File: src/rtl/cordic_twiddle_pkg.sv
package cordic_twiddle_pkg;

  localparam int PHASE_W    = 16;
  localparam int MAX_STAGES = 16;

  typedef enum logic [1:0] {
    LANE_P0 = 2'd0,
    LANE_P1 = 2'd1,
    LANE_P2 = 2'd2,
    LANE_P3 = 2'd3
  } lane_e;

  // arctan(2^-idx) in phase units, 65536 per turn
  function automatic logic signed [PHASE_W-1:0] atan_step(input int idx);
    case (idx)
      0:  return 16'sd8192;
      1:  return 16'sd4836;
      2:  return 16'sd2555;
      3:  return 16'sd1297;
      4:  return 16'sd651;
      5:  return 16'sd326;
      6:  return 16'sd163;
      7:  return 16'sd81;
      8:  return 16'sd41;
      9:  return 16'sd20;
      10: return 16'sd10;
      11: return 16'sd5;
      12: return 16'sd3;
      13: return 16'sd1;
      14: return 16'sd1;
      default: return 16'sd0;
    endcase
  endfunction

  // Phase multiple for a lane: x0, x1, x2 (shift), x3 (shift plus add)
  function automatic logic [PHASE_W-1:0] lane_angle(input lane_e lane,
                                                     input logic [PHASE_W-1:0] base);
    case (lane)
      LANE_P0: return '0;
      LANE_P1: return base;
      LANE_P2: return base << 1;
      default: return (base << 1) + base;
    endcase
  endfunction

endpackage

File: src/rtl/twiddle_phase_gen.sv
module twiddle_phase_gen
  import cordic_twiddle_pkg::*;
(
  input  logic               clk,
  input  logic               rst_n,
  input  logic               start,
  input  logic               in_valid,
  input  lane_e              in_lane,
  input  logic [PHASE_W-1:0] step,
  output logic [PHASE_W-1:0] angle,
  output logic               bypass,
  output logic [PHASE_W-1:0] acc_q
);

  logic [PHASE_W-1:0] base;
  logic [PHASE_W-1:0] acc_d;
  logic               bfly_done;

  assign bfly_done = in_valid && (in_lane == LANE_P3);

  always_comb begin
    base  = start ? '0 : acc_q;
    acc_d = bfly_done ? base + step : base;
  end

  assign angle  = lane_angle(in_lane, base);
  assign bypass = (in_lane == LANE_P0);

  always_ff @(posedge clk or negedge rst_n) begin
    if (!rst_n) acc_q <= '0;
    else        acc_q <= acc_d;
  end

endmodule

File: src/rtl/cordic_prerotate.sv
module cordic_prerotate
  import cordic_twiddle_pkg::*;
#(
  parameter int DW = 12,
  parameter int GB = 4,
  parameter int IW = DW + 2 + GB
) (
  input  logic                      clk,
  input  logic                      rst_n,
  input  logic                      in_valid,
  input  logic                      bypass,
  input  logic signed [DW-1:0]      in_i,
  input  logic signed [DW-1:0]      in_q,
  input  logic [PHASE_W-1:0]        angle,
  output logic                      v_q,
  output logic                      b_q,
  output logic signed [IW-1:0]      x_q,
  output logic signed [IW-1:0]      y_q,
  output logic signed [PHASE_W-1:0] z_q
);

  localparam logic [PHASE_W-1:0] HALF_QUAD = PHASE_W'(1 << (PHASE_W - 3));

  logic [1:0]                quad;
  logic signed [IW-1:0]      ex, ey, xr, yr;
  logic signed [PHASE_W-1:0] res;

  always_comb begin
    quad = bypass ? 2'd0 : 2'((angle + HALF_QUAD) >> (PHASE_W - 2));
    res  = bypass ? '0 : signed'(angle - {quad, {(PHASE_W-2){1'b0}}});
    ex   = IW'(in_i) <<< GB;
    ey   = IW'(in_q) <<< GB;
    case (quad)
      2'd0:    begin xr = ex;  yr = ey;  end
      2'd1:    begin xr = -ey; yr = ex;  end
      2'd2:    begin xr = -ex; yr = -ey; end
      default: begin xr = ey;  yr = -ex; end
    endcase
  end

  always_ff @(posedge clk or negedge rst_n) begin
    if (!rst_n) begin
      v_q <= 1'b0; b_q <= 1'b0; x_q <= '0; y_q <= '0; z_q <= '0;
    end else begin
      v_q <= in_valid; b_q <= bypass; x_q <= xr; y_q <= yr; z_q <= res;
    end
  end

endmodule

File: src/rtl/cordic_stage.sv
module cordic_stage
  import cordic_twiddle_pkg::*;
#(
  parameter int IW  = 18,
  parameter int IDX = 0
) (
  input  logic                      clk,
  input  logic                      rst_n,
  input  logic                      v_in,
  input  logic                      b_in,
  input  logic signed [IW-1:0]      x_in,
  input  logic signed [IW-1:0]      y_in,
  input  logic signed [PHASE_W-1:0] z_in,
  output logic                      v_out,
  output logic                      b_out,
  output logic signed [IW-1:0]      x_out,
  output logic signed [IW-1:0]      y_out,
  output logic signed [PHASE_W-1:0] z_out
);

  localparam logic signed [PHASE_W-1:0] ATAN = atan_step(IDX);

  logic signed [IW-1:0]      xs, ys, xn, yn;
  logic signed [PHASE_W-1:0] zn;

  always_comb begin
    xs = x_in >>> IDX;
    ys = y_in >>> IDX;
    if (b_in) begin
      xn = x_in; yn = y_in; zn = z_in;
    end else if (!z_in[PHASE_W-1]) begin
      xn = x_in - ys; yn = y_in + xs; zn = z_in - ATAN;
    end else begin
      xn = x_in + ys; yn = y_in - xs; zn = z_in + ATAN;
    end
  end

  always_ff @(posedge clk or negedge rst_n) begin
    if (!rst_n) begin
      v_out <= 1'b0; b_out <= 1'b0; x_out <= '0; y_out <= '0; z_out <= '0;
    end else begin
      v_out <= v_in; b_out <= b_in; x_out <= xn; y_out <= yn; z_out <= zn;
    end
  end

endmodule

File: src/rtl/cordic_gain_out.sv
module cordic_gain_out #(
  parameter int DW = 12,
  parameter int GB = 4,
  parameter int IW = DW + 2 + GB
) (
  input  logic                 clk,
  input  logic                 rst_n,
  input  logic                 v_in,
  input  logic                 b_in,
  input  logic signed [IW-1:0] x_in,
  input  logic signed [IW-1:0] y_in,
  output logic                 out_valid,
  output logic signed [DW-1:0] out_i,
  output logic signed [DW-1:0] out_q
);

  localparam int WW = IW + 16;
  localparam int SH = 14 + GB;
  localparam logic signed [WW-1:0] HALF = WW'(1) <<< (SH - 1);
  localparam logic signed [WW-1:0] HI   = WW'((2 ** (DW - 1)) - 1);
  localparam logic signed [WW-1:0] LO   = WW'(-(2 ** (DW - 1)));

  // Gain 1/1.6468 ~ 2^-1 + 2^-3 - 2^-6 - 2^-9 - 2^-12 + 2^-14, then round and clamp
  function automatic logic signed [DW-1:0] scale_sat(input logic signed [IW-1:0] v,
                                                    input logic byp);
    logic signed [WW-1:0] e, s, r;
    e = WW'(v);
    if (byp) begin
      r = e >>> GB;
    end else begin
      s = (e <<< 13) + (e <<< 11) - (e <<< 8) - (e <<< 5) - (e <<< 2) + e;
      r = (s + HALF) >>> SH;
    end
    if (r > HI) r = HI;
    if (r < LO) r = LO;
    return r[DW-1:0];
  endfunction

  always_ff @(posedge clk or negedge rst_n) begin
    if (!rst_n) begin
      out_valid <= 1'b0; out_i <= '0; out_q <= '0;
    end else begin
      out_valid <= v_in;
      out_i     <= scale_sat(x_in, b_in);
      out_q     <= scale_sat(y_in, b_in);
    end
  end

endmodule

File: src/rtl/cordic_twiddle_rotator.sv
module cordic_twiddle_rotator
  import cordic_twiddle_pkg::*;
#(
  parameter int DW   = 12,
  parameter int NSTG = 16,
  parameter int GB   = 4
) (
  input  logic                 clk,
  input  logic                 rst_n,
  input  logic                 start,
  input  logic [15:0]          step,
  input  logic                 in_valid,
  input  logic [1:0]           in_lane,
  input  logic signed [DW-1:0] in_i,
  input  logic signed [DW-1:0] in_q,
  output logic                 out_valid,
  output logic signed [DW-1:0] out_i,
  output logic signed [DW-1:0] out_q
);

  localparam int IW = DW + 2 + GB;

  logic [PHASE_W-1:0] acc_phase;
  logic [PHASE_W-1:0] angle;
  logic               byp0;

  logic                      stg_v [0:NSTG];
  logic                      stg_b [0:NSTG];
  logic signed [IW-1:0]      stg_x [0:NSTG];
  logic signed [IW-1:0]      stg_y [0:NSTG];
  logic signed [PHASE_W-1:0] stg_z [0:NSTG];

  // Named events for the checker
  logic                      pre_valid;
  logic signed [PHASE_W-1:0] pre_res;
  logic signed [PHASE_W-1:0] final_res;
  assign pre_valid = stg_v[0];
  assign pre_res   = stg_z[0];
  assign final_res = stg_z[NSTG];

  twiddle_phase_gen u_phase (
    .clk(clk), .rst_n(rst_n), .start(start), .in_valid(in_valid),
    .in_lane(lane_e'(in_lane)), .step(step),
    .angle(angle), .bypass(byp0), .acc_q(acc_phase)
  );

  cordic_prerotate #(.DW(DW), .GB(GB), .IW(IW)) u_pre (
    .clk(clk), .rst_n(rst_n), .in_valid(in_valid), .bypass(byp0),
    .in_i(in_i), .in_q(in_q), .angle(angle),
    .v_q(stg_v[0]), .b_q(stg_b[0]), .x_q(stg_x[0]), .y_q(stg_y[0]), .z_q(stg_z[0])
  );

  for (genvar g = 0; g < NSTG; g++) begin : g_stage
    cordic_stage #(.IW(IW), .IDX(g)) u_stage (
      .clk(clk), .rst_n(rst_n),
      .v_in(stg_v[g]), .b_in(stg_b[g]), .x_in(stg_x[g]), .y_in(stg_y[g]), .z_in(stg_z[g]),
      .v_out(stg_v[g+1]), .b_out(stg_b[g+1]), .x_out(stg_x[g+1]), .y_out(stg_y[g+1]),
      .z_out(stg_z[g+1])
    );
  end

  cordic_gain_out #(.DW(DW), .GB(GB), .IW(IW)) u_out (
    .clk(clk), .rst_n(rst_n),
    .v_in(stg_v[NSTG]), .b_in(stg_b[NSTG]), .x_in(stg_x[NSTG]), .y_in(stg_y[NSTG]),
    .out_valid(out_valid), .out_i(out_i), .out_q(out_q)
  );

endmodule

File: config.mk
export PLATFORM = sky130hd
export DESIGN_NAME = cordic_twiddle_rotator
export DESIGN_NICKNAME = d
export VERILOG_FILES = /design/src/rtl/cordic_twiddle_pkg.sv /design/src/rtl/twiddle_phase_gen.sv /design/src/rtl/cordic_prerotate.sv /design/src/rtl/cordic_stage.sv /design/src/rtl/cordic_gain_out.sv /design/src/rtl/cordic_twiddle_rotator.sv
export SDC_FILE = /design/constraint.sdc
export NUM_CORES = 2
export LEC_CHECK = 0
export BUFFER_PORTS_ARGS = -buffer_cell sky130_fd_sc_hd__buf_2
export CAP_MARGIN = 20
export CORE_UTILIZATION = 45
export DETAILED_ROUTE_END_ITERATION = 12
export PLACE_DENSITY = 0.69
export SLEW_MARGIN = 10
export SYNTH_ARGS = -nofsm -noshare
export SYNTH_HDL_FRONTEND = slang
export SYNTH_SLANG_ARGS = --single-unit
File: constraint.sdc
create_clock -name clk -period 8.1 [get_ports clk]
set_input_delay 0.405 -clock clk [delete_from_list [all_inputs] [get_ports clk]]
set_output_delay 0.405 -clock clk [all_outputs]
set_load 0.02 [all_outputs]
======== Word level (Yosys, flattened, before mapping) ========
Cells that the tools add are included.
word-level totals
  bits in registers ....................... 943
  logic and storage cells ................. 318
  output and inout bits ................... 25
  input port bits ......................... 46
operators by class
  reduce and logical (&&, ||, !) cells .... 3
  $lt $le $gt $ge ......................... 4
  equality and inequality tests ........... 5
  multiplexer cells ....................... 107
  $add $sub $neg .......................... 111
operator list
  kind                      number
  $mux W18                  64
  $mux W16                  33
  $mux W34                  4
  $pmux W18 S3              2
  $add A34 B18 Y34          2
  $add A34 B19 Y34 const B  2
  $gt A34 B12 Y1 const B    2
  $lt A34 B12 Y1 const B    2
  $sub A34 B20 Y34          2
  $sub A34 B23 Y34          2
  $sub A32 B26 Y33          2
  $add A31 B29 Y32          2
  $pmux W16 S3              1
  $add A18 B10 Y18          2
  $add A18 B11 Y18          2
  $add A18 B12 Y18          2
  $add A18 B13 Y18          2
  $add A18 B14 Y18          2
  $add A18 B15 Y18          2
  $add A18 B16 Y18          2
  $add A18 B17 Y18          2
  $add A18 B3 Y18           2
  $add A18 B4 Y18           2
  $add A18 B5 Y18           2
  58 further kinds          88

======== Longest topological paths before layout ========
  depth after elaboration ................. 11
  mapped depth ............................ 32
  depth with buffers taken out ............ 31

======== By module ========
A second synthesis with hierarchy kept.
unflattened totals
  cells, all modules ...................... 10621
  area total of the unflattened synthesis .. 90395.4 um2
modules (own cells, without submodules)
  module                               area each (um2)  cells an instance  sequential area each (um2)  instances
  cordic_gain_out                      9381.5           1082               625.6                       1
  cordic_stage at g_stage[7].u_stage   5117.4           610                1351.3                      1
  cordic_stage at g_stage[4].u_stage   4937.2           584                1351.3                      1
  cordic_stage at g_stage[2].u_stage   4898.4           586                1351.3                      1
  cordic_stage at g_stage[3].u_stage   4858.4           579                1351.3                      1
  cordic_stage at g_stage[1].u_stage   4857.2           575                1351.3                      1
  cordic_stage at g_stage[11].u_stage  4854.7           582                1351.3                      1
  cordic_stage at g_stage[5].u_stage   4718.3           549                1351.3                      1
  cordic_stage at g_stage[10].u_stage  4713.3           549                1351.3                      1
  cordic_stage at g_stage[6].u_stage   4692.0           558                1351.3                      1
  cordic_stage at g_stage[9].u_stage   4655.7           526                1351.3                      1
  cordic_stage at g_stage[8].u_stage   4614.4           526                1351.3                      1
  cordic_stage at g_stage[0].u_stage   4560.6           534                1351.3                      1
  cordic_stage at g_stage[13].u_stage  4541.9           533                1351.3                      1
  5 more rows                          --               --                 --                          --

======== Worst setup path before layout ========
No wires, ideal clock.
  path kind ............................... register -> register
  start point ............................. reg g_stage[15].u_stage.x_out[5]
  end point ............................... reg u_out.out_i[2]
  library setup time ...................... 0.073 ns
  stages on the path, launching flop included .. 30
  setup slack ............................. 1.329 ns
  arrival time ............................ 6.699 ns
  period minus slack after synthesis ...... 6.771 ns
  data required time ...................... 8.027 ns
  path buffers ............................ 2
  cell sequence ........................... dfrtp_1 -> inv_1 -> fa_1 -> ha_1 -> nand2_1 -> o21bai_1 -> a21boi_0 -> o21a_1 -> o21ai_0 -> nor2b_1 -> o21bai_1 -> a21oi_1 -> o311ai_0 -> fa_1 -> ha_1 -> ha_1 -> buf_2 -> and3_1 -> a221o_1 -> a21oi_1 -> a311oi_2 -> a221oi_2 -> mux2i_1 -> a2111oi_0 -> and3_1 -> o21ai_1 -> ha_1 -> o41ai_2 -> buf_4 -> a21boi_2
on the way
  cells in the longest elaborated chain, start to end .. 11
ends and longest elaborated chain
  what                    RTL line               text
  start, declared         cordic_stage.sv:16     output logic signed [IW-1:0] x_out,
  start signal, assigned  cordic_stage.sv:42     v_out <= v_in; b_out <= b_in; x_out <= xn; y_out <= yn; z_out <= zn;
  $add A31 B29 Y32        cordic_gain_out.sv:31  s = (e <<< 13) + (e <<< 11) - (e <<< 8) - (e <<< 5) - (e <<< 2) + e;
  $sub A32 B26 Y33        cordic_gain_out.sv:31
  $sub A34 B23 Y34        cordic_gain_out.sv:31
  $sub A34 B20 Y34        cordic_gain_out.sv:31
  $add A34 B18 Y34        cordic_gain_out.sv:31
  $add A34 B19 Y34        cordic_gain_out.sv:32  r = (s + HALF) >>> SH;
  $mux W34 (*)            cordic_gain_out.sv:28  if (byp) begin
  $gt A34 B12 Y1          cordic_gain_out.sv:34  if (r > HI) r = HI;
  $mux W34 (*)            cordic_gain_out.sv:34
  $lt A34 B12 Y1          cordic_gain_out.sv:35  if (r < LO) r = LO;
  $mux W12 (*)            cordic_gain_out.sv:35
  end signal, assigned    cordic_gain_out.sv:44  out_i <= scale_sat(x_in, b_in);
  end, declared           cordic_gain_out.sv:13  output logic signed [DW-1:0] out_i,
Mark *: on every way between the ends. The rest lies on a longest branch, timed or not.

======== Final worst setup path ========
  start point ............................. reg g_stage[15].u_stage.x_out[1]
  end point ............................... reg u_out.out_i[0]
on the way
  cells in the longest elaborated chain, start to end .. 11
ends and longest elaborated chain
  what                  RTL line
  $add A31 B29 Y32      cordic_gain_out.sv:31
  $sub A32 B26 Y33      cordic_gain_out.sv:31
  $sub A34 B23 Y34      cordic_gain_out.sv:31
  $sub A34 B20 Y34      cordic_gain_out.sv:31
  $add A34 B18 Y34 (*)  cordic_gain_out.sv:31
  $add A34 B19 Y34 (*)  cordic_gain_out.sv:32
  $mux W34 (*)          cordic_gain_out.sv:28
  $gt A34 B12 Y1        cordic_gain_out.sv:34
  $mux W34 (*)          cordic_gain_out.sv:34
  $lt A34 B12 Y1        cordic_gain_out.sv:35
  $mux W12 (*)          cordic_gain_out.sv:35
Marked as above.

==> impl_metrics.json <==
{
  "synth_common_cells": "nand2_1, ha_1, dfrtp_1, o21ai_0, inv_1",
  "drive_gt1_frac": 0.0547,
  "status": "completed",
  "synthFlopType": "dfrtp_1",
  "crit_top_cell": "ha_1",
  "core-area_um2": 181000,
  "row_count": 156,
  "whs_ps": 64.5,
  "clk_latency_ps": 750,
  "n_fill_cell": 17000,
  "crit_start": "g_stage[15].u_stage.x_out[1]",
  "vias": 68800,
  "cts.sinks": 904,
  "cts_buffer_depth": 3,
  "synthToLayoutAreaGrowth_pct": 7.88,
  "ant_nets": 0,
  "cts_tree": "done",
  "ys_top_cells_by_area": "dfrtp_1, ha_1, xnor2_1",
  "antenna-diode-count": 0,
  "gp_congestion": 0.912,
  "r2r_end": "u_out.out_i[0]",
  "grt_use_total": 0.219,
  "min_from": "step[15]",
  "die_area_um2": 183000,
  "cts_buffers": 100,
  "critPathRequiredTime_ps": 8730,
  "syn_area_um2": 81700,
  "rsz0062_at_grt": "no",
  "clock_skew_ps": 44.1,
  "regToRegSetupSlack_ps": 550,
  "place_hpwl_um": 161000,
  "hold_class": "input pin to register",
  "worst_pin_slew_ps": 1010,
  "fin_nets": 10800,
  "pin_count": 71,
  "reg2reg_from": "g_stage[15].u_stage.x_out[1]",
  "end_kind": "register",
  "min_period_over_period": 0.933,
  "syn-instance-count": 9666,
  "setup_viol": 0,
  "yosysMostFrequentCell": "nand2_1",
  "synth.distinct_cells": 103,
  "grt_max_degree": 178,
  "final-seq-area_um2": 22600,
  "tns_ps": 0,
  "startpoint_type": "register",
  "dr.pass1.iters": 8,
  "die_w_um": 428,
  "io_buffers": 70,
  "grt_pass1_wl_um": 337000,
  "htree_levels": 3,
  "avgSynthCellArea_um2": 8.46,
  "hold_end": "u_phase.acc_q[15]",
  "worst_path_largest_cell_delay_ps": 490,
  "yosys.area.top_type": "dfrtp_1",
  "synth-edff-count": 0,
  "drc": 0,
  "root_buffer": "clkbuf_16",
  "criticalPathCategory": "register to register",
  "report.final.slew_viol_count": 0,
  "yosysWarningCount": 0,
  "post-cts-setup-buffers": 0,
  "max_cap_viol_count": 0,
  "fp.dieH_um": 428,
  "arrival_ps": 8190,
  "finalHoldViolCount": 0,
  "synth_fp_nets": 10900,
  "r2r_cells": 28,
  "drt_iter0_markers": 4228,
  "ys_ff_latch": 904,
  "routed_via_density": 5.70,
  "grt.overflow.total": 0,
  "synth_top_area_frac": 0.277,
  "slew_headroom": 0.325,
  "wirelength_um": 205000,
  "antenna_found_initial": 1,
  "max_freq_ghz": 0.132,
  "worstPathMaxFanout": 11,
  "async_flop_share": 1.00,
  "routedWlPerCell_um": 17.0,
  "clkTransAtPathRegs_ps": 60,
  "hold_depth": 4,
  "slowest_stage": "fa_1",
  "start_util": 0.453,
  "layout_min_cycle_time_ps": 7550,
  "grt_pass1_vias": 67200,
  "ys_seq_area_frac": 0.277,
  "multiInputGateArea_um2": 55200
}
==> critical path: cells and delay by family (launching register included) <==
kind	cells	cell delay, ps
compound gates	14	3180
fa+ha+maj	6	2190
buf+inv	3	430
flops	1	410
simple gates	5	1250
==> cells in the final DEF (no fill, tap or decap), types with 81 or more instances in the layout <==
master / Yosys / routed
nand2_1: 1028 / 1028
o21bai_1: 140 / 140
inv_1: 735 / 735
xor2_1: 399 / 399
ha_1: 1022 / 1022
nor2b_1: 100 / 100
mux2_2: 94 / 94
nor2_1: 551 / 551
dfrtp_1: 904 / 889
xnor2_1: 490 / 490
a211oi_1: 97 / 97
o21ai_0: 822 / 822
a21oi_1: 677 / 677
fa_1: 135 / 135
nand3_1: 266 / 266
nor3_1: 316 / 316
or3_1: 82 / 82
a31oi_1: 89 / 89
mux2i_1: 81 / 81
o31ai_1: 101 / 101
clkbuf_16: 0 / 103
a21o_1: 160 / 160
==> cells by family (layout without fill, tap and decap cells) <==
logic type                 Yosys count  in the layout  synth area share
and+or+nand+nor                   2849           2849             0.165
muxes                              175            175            0.0229
buffers and inverters             1040           1079            0.0482
DFF                                904            904             0.277
adders and majority gates         1157           1157             0.190
AOI/OAI and AO/OA                 2652           2652             0.202
xor gates and xnor gates           889            889            0.0953
==> routing by layer <==
metal  part of all wire  GRT usage  vias up
li1                   -          -    34300
met1               0.44      0.273    32800
met5                  0          0        -
met4              0.033     0.0732        0
met2               0.50      0.393     1337
met3              0.033     0.0217      356
==> timing repair <==
item	4_1_cts	5_1_grt
hold buffers	16	0
gates resized for setup	0	1
endpoints found under the hold margin	97	0
setup endpoints to repair	0	10
==> how the worst max path moves through the flow <==
| stage | to | depth (start not counted) |
|---|---|---|
| 3_5_place_dp | u_out.out_i[0] | 29 |
| 2_1_floorplan | u_out.out_i[2] | 29 |
| 3_3_place_gp | u_out.out_i[0] | 28 |
| 5_1_grt | u_out.out_i[0] | 30 |
| 4_1_cts | u_out.out_i[0] | 28 |
| 6_report | u_out.out_i[0] | 28 |
==> flip-flops by register name, summed over array words and instances, names as in the netlist <==
signal                 count
g_stage.u_stage.y_out    280
u_pre.v_q                  1
u_phase.acc_q             16
u_pre.b_q                  1
g_stage.u_stage.v_out     16
u_out.out_i               12
g_stage.u_stage.z_out    225
u_pre.z_q                 16
g_stage.u_stage.b_out     16
u_out.out_valid            1
u_pre.x_q                 14
u_out.out_q               12
g_stage.u_stage.x_out    280
u_pre.y_q                 14
==> cell type report <==
class / count / area share
Clock buffer: 137 / 0.0326
Clock inverter: 52 / 0.00783
Inverter: 744 / 0.0317
Multi-Input combinational cell: 7722 / 0.626
Sequential cell: 904 / 0.257
Tap cell: 2370 / 0.0336
Timing Repair Buffer: 146 / 0.0117
==> per-stage QoR <==
stage	area [um2]	instances	utilization	worst slack, ps
after CTS	88100	12100	0.488	494
after global placement	84400	11900	0.468	448
after global routing	88200	12100	0.488	9.68
after floorplan	81700	9666	-	1330
final	88200	12100	0.488	546
after detailed placement	84400	11900	0.468	580
Power is left out: the tool's default activity adds up to more than one toggle a clock period on the data nets, which glitch-free logic cannot reach.
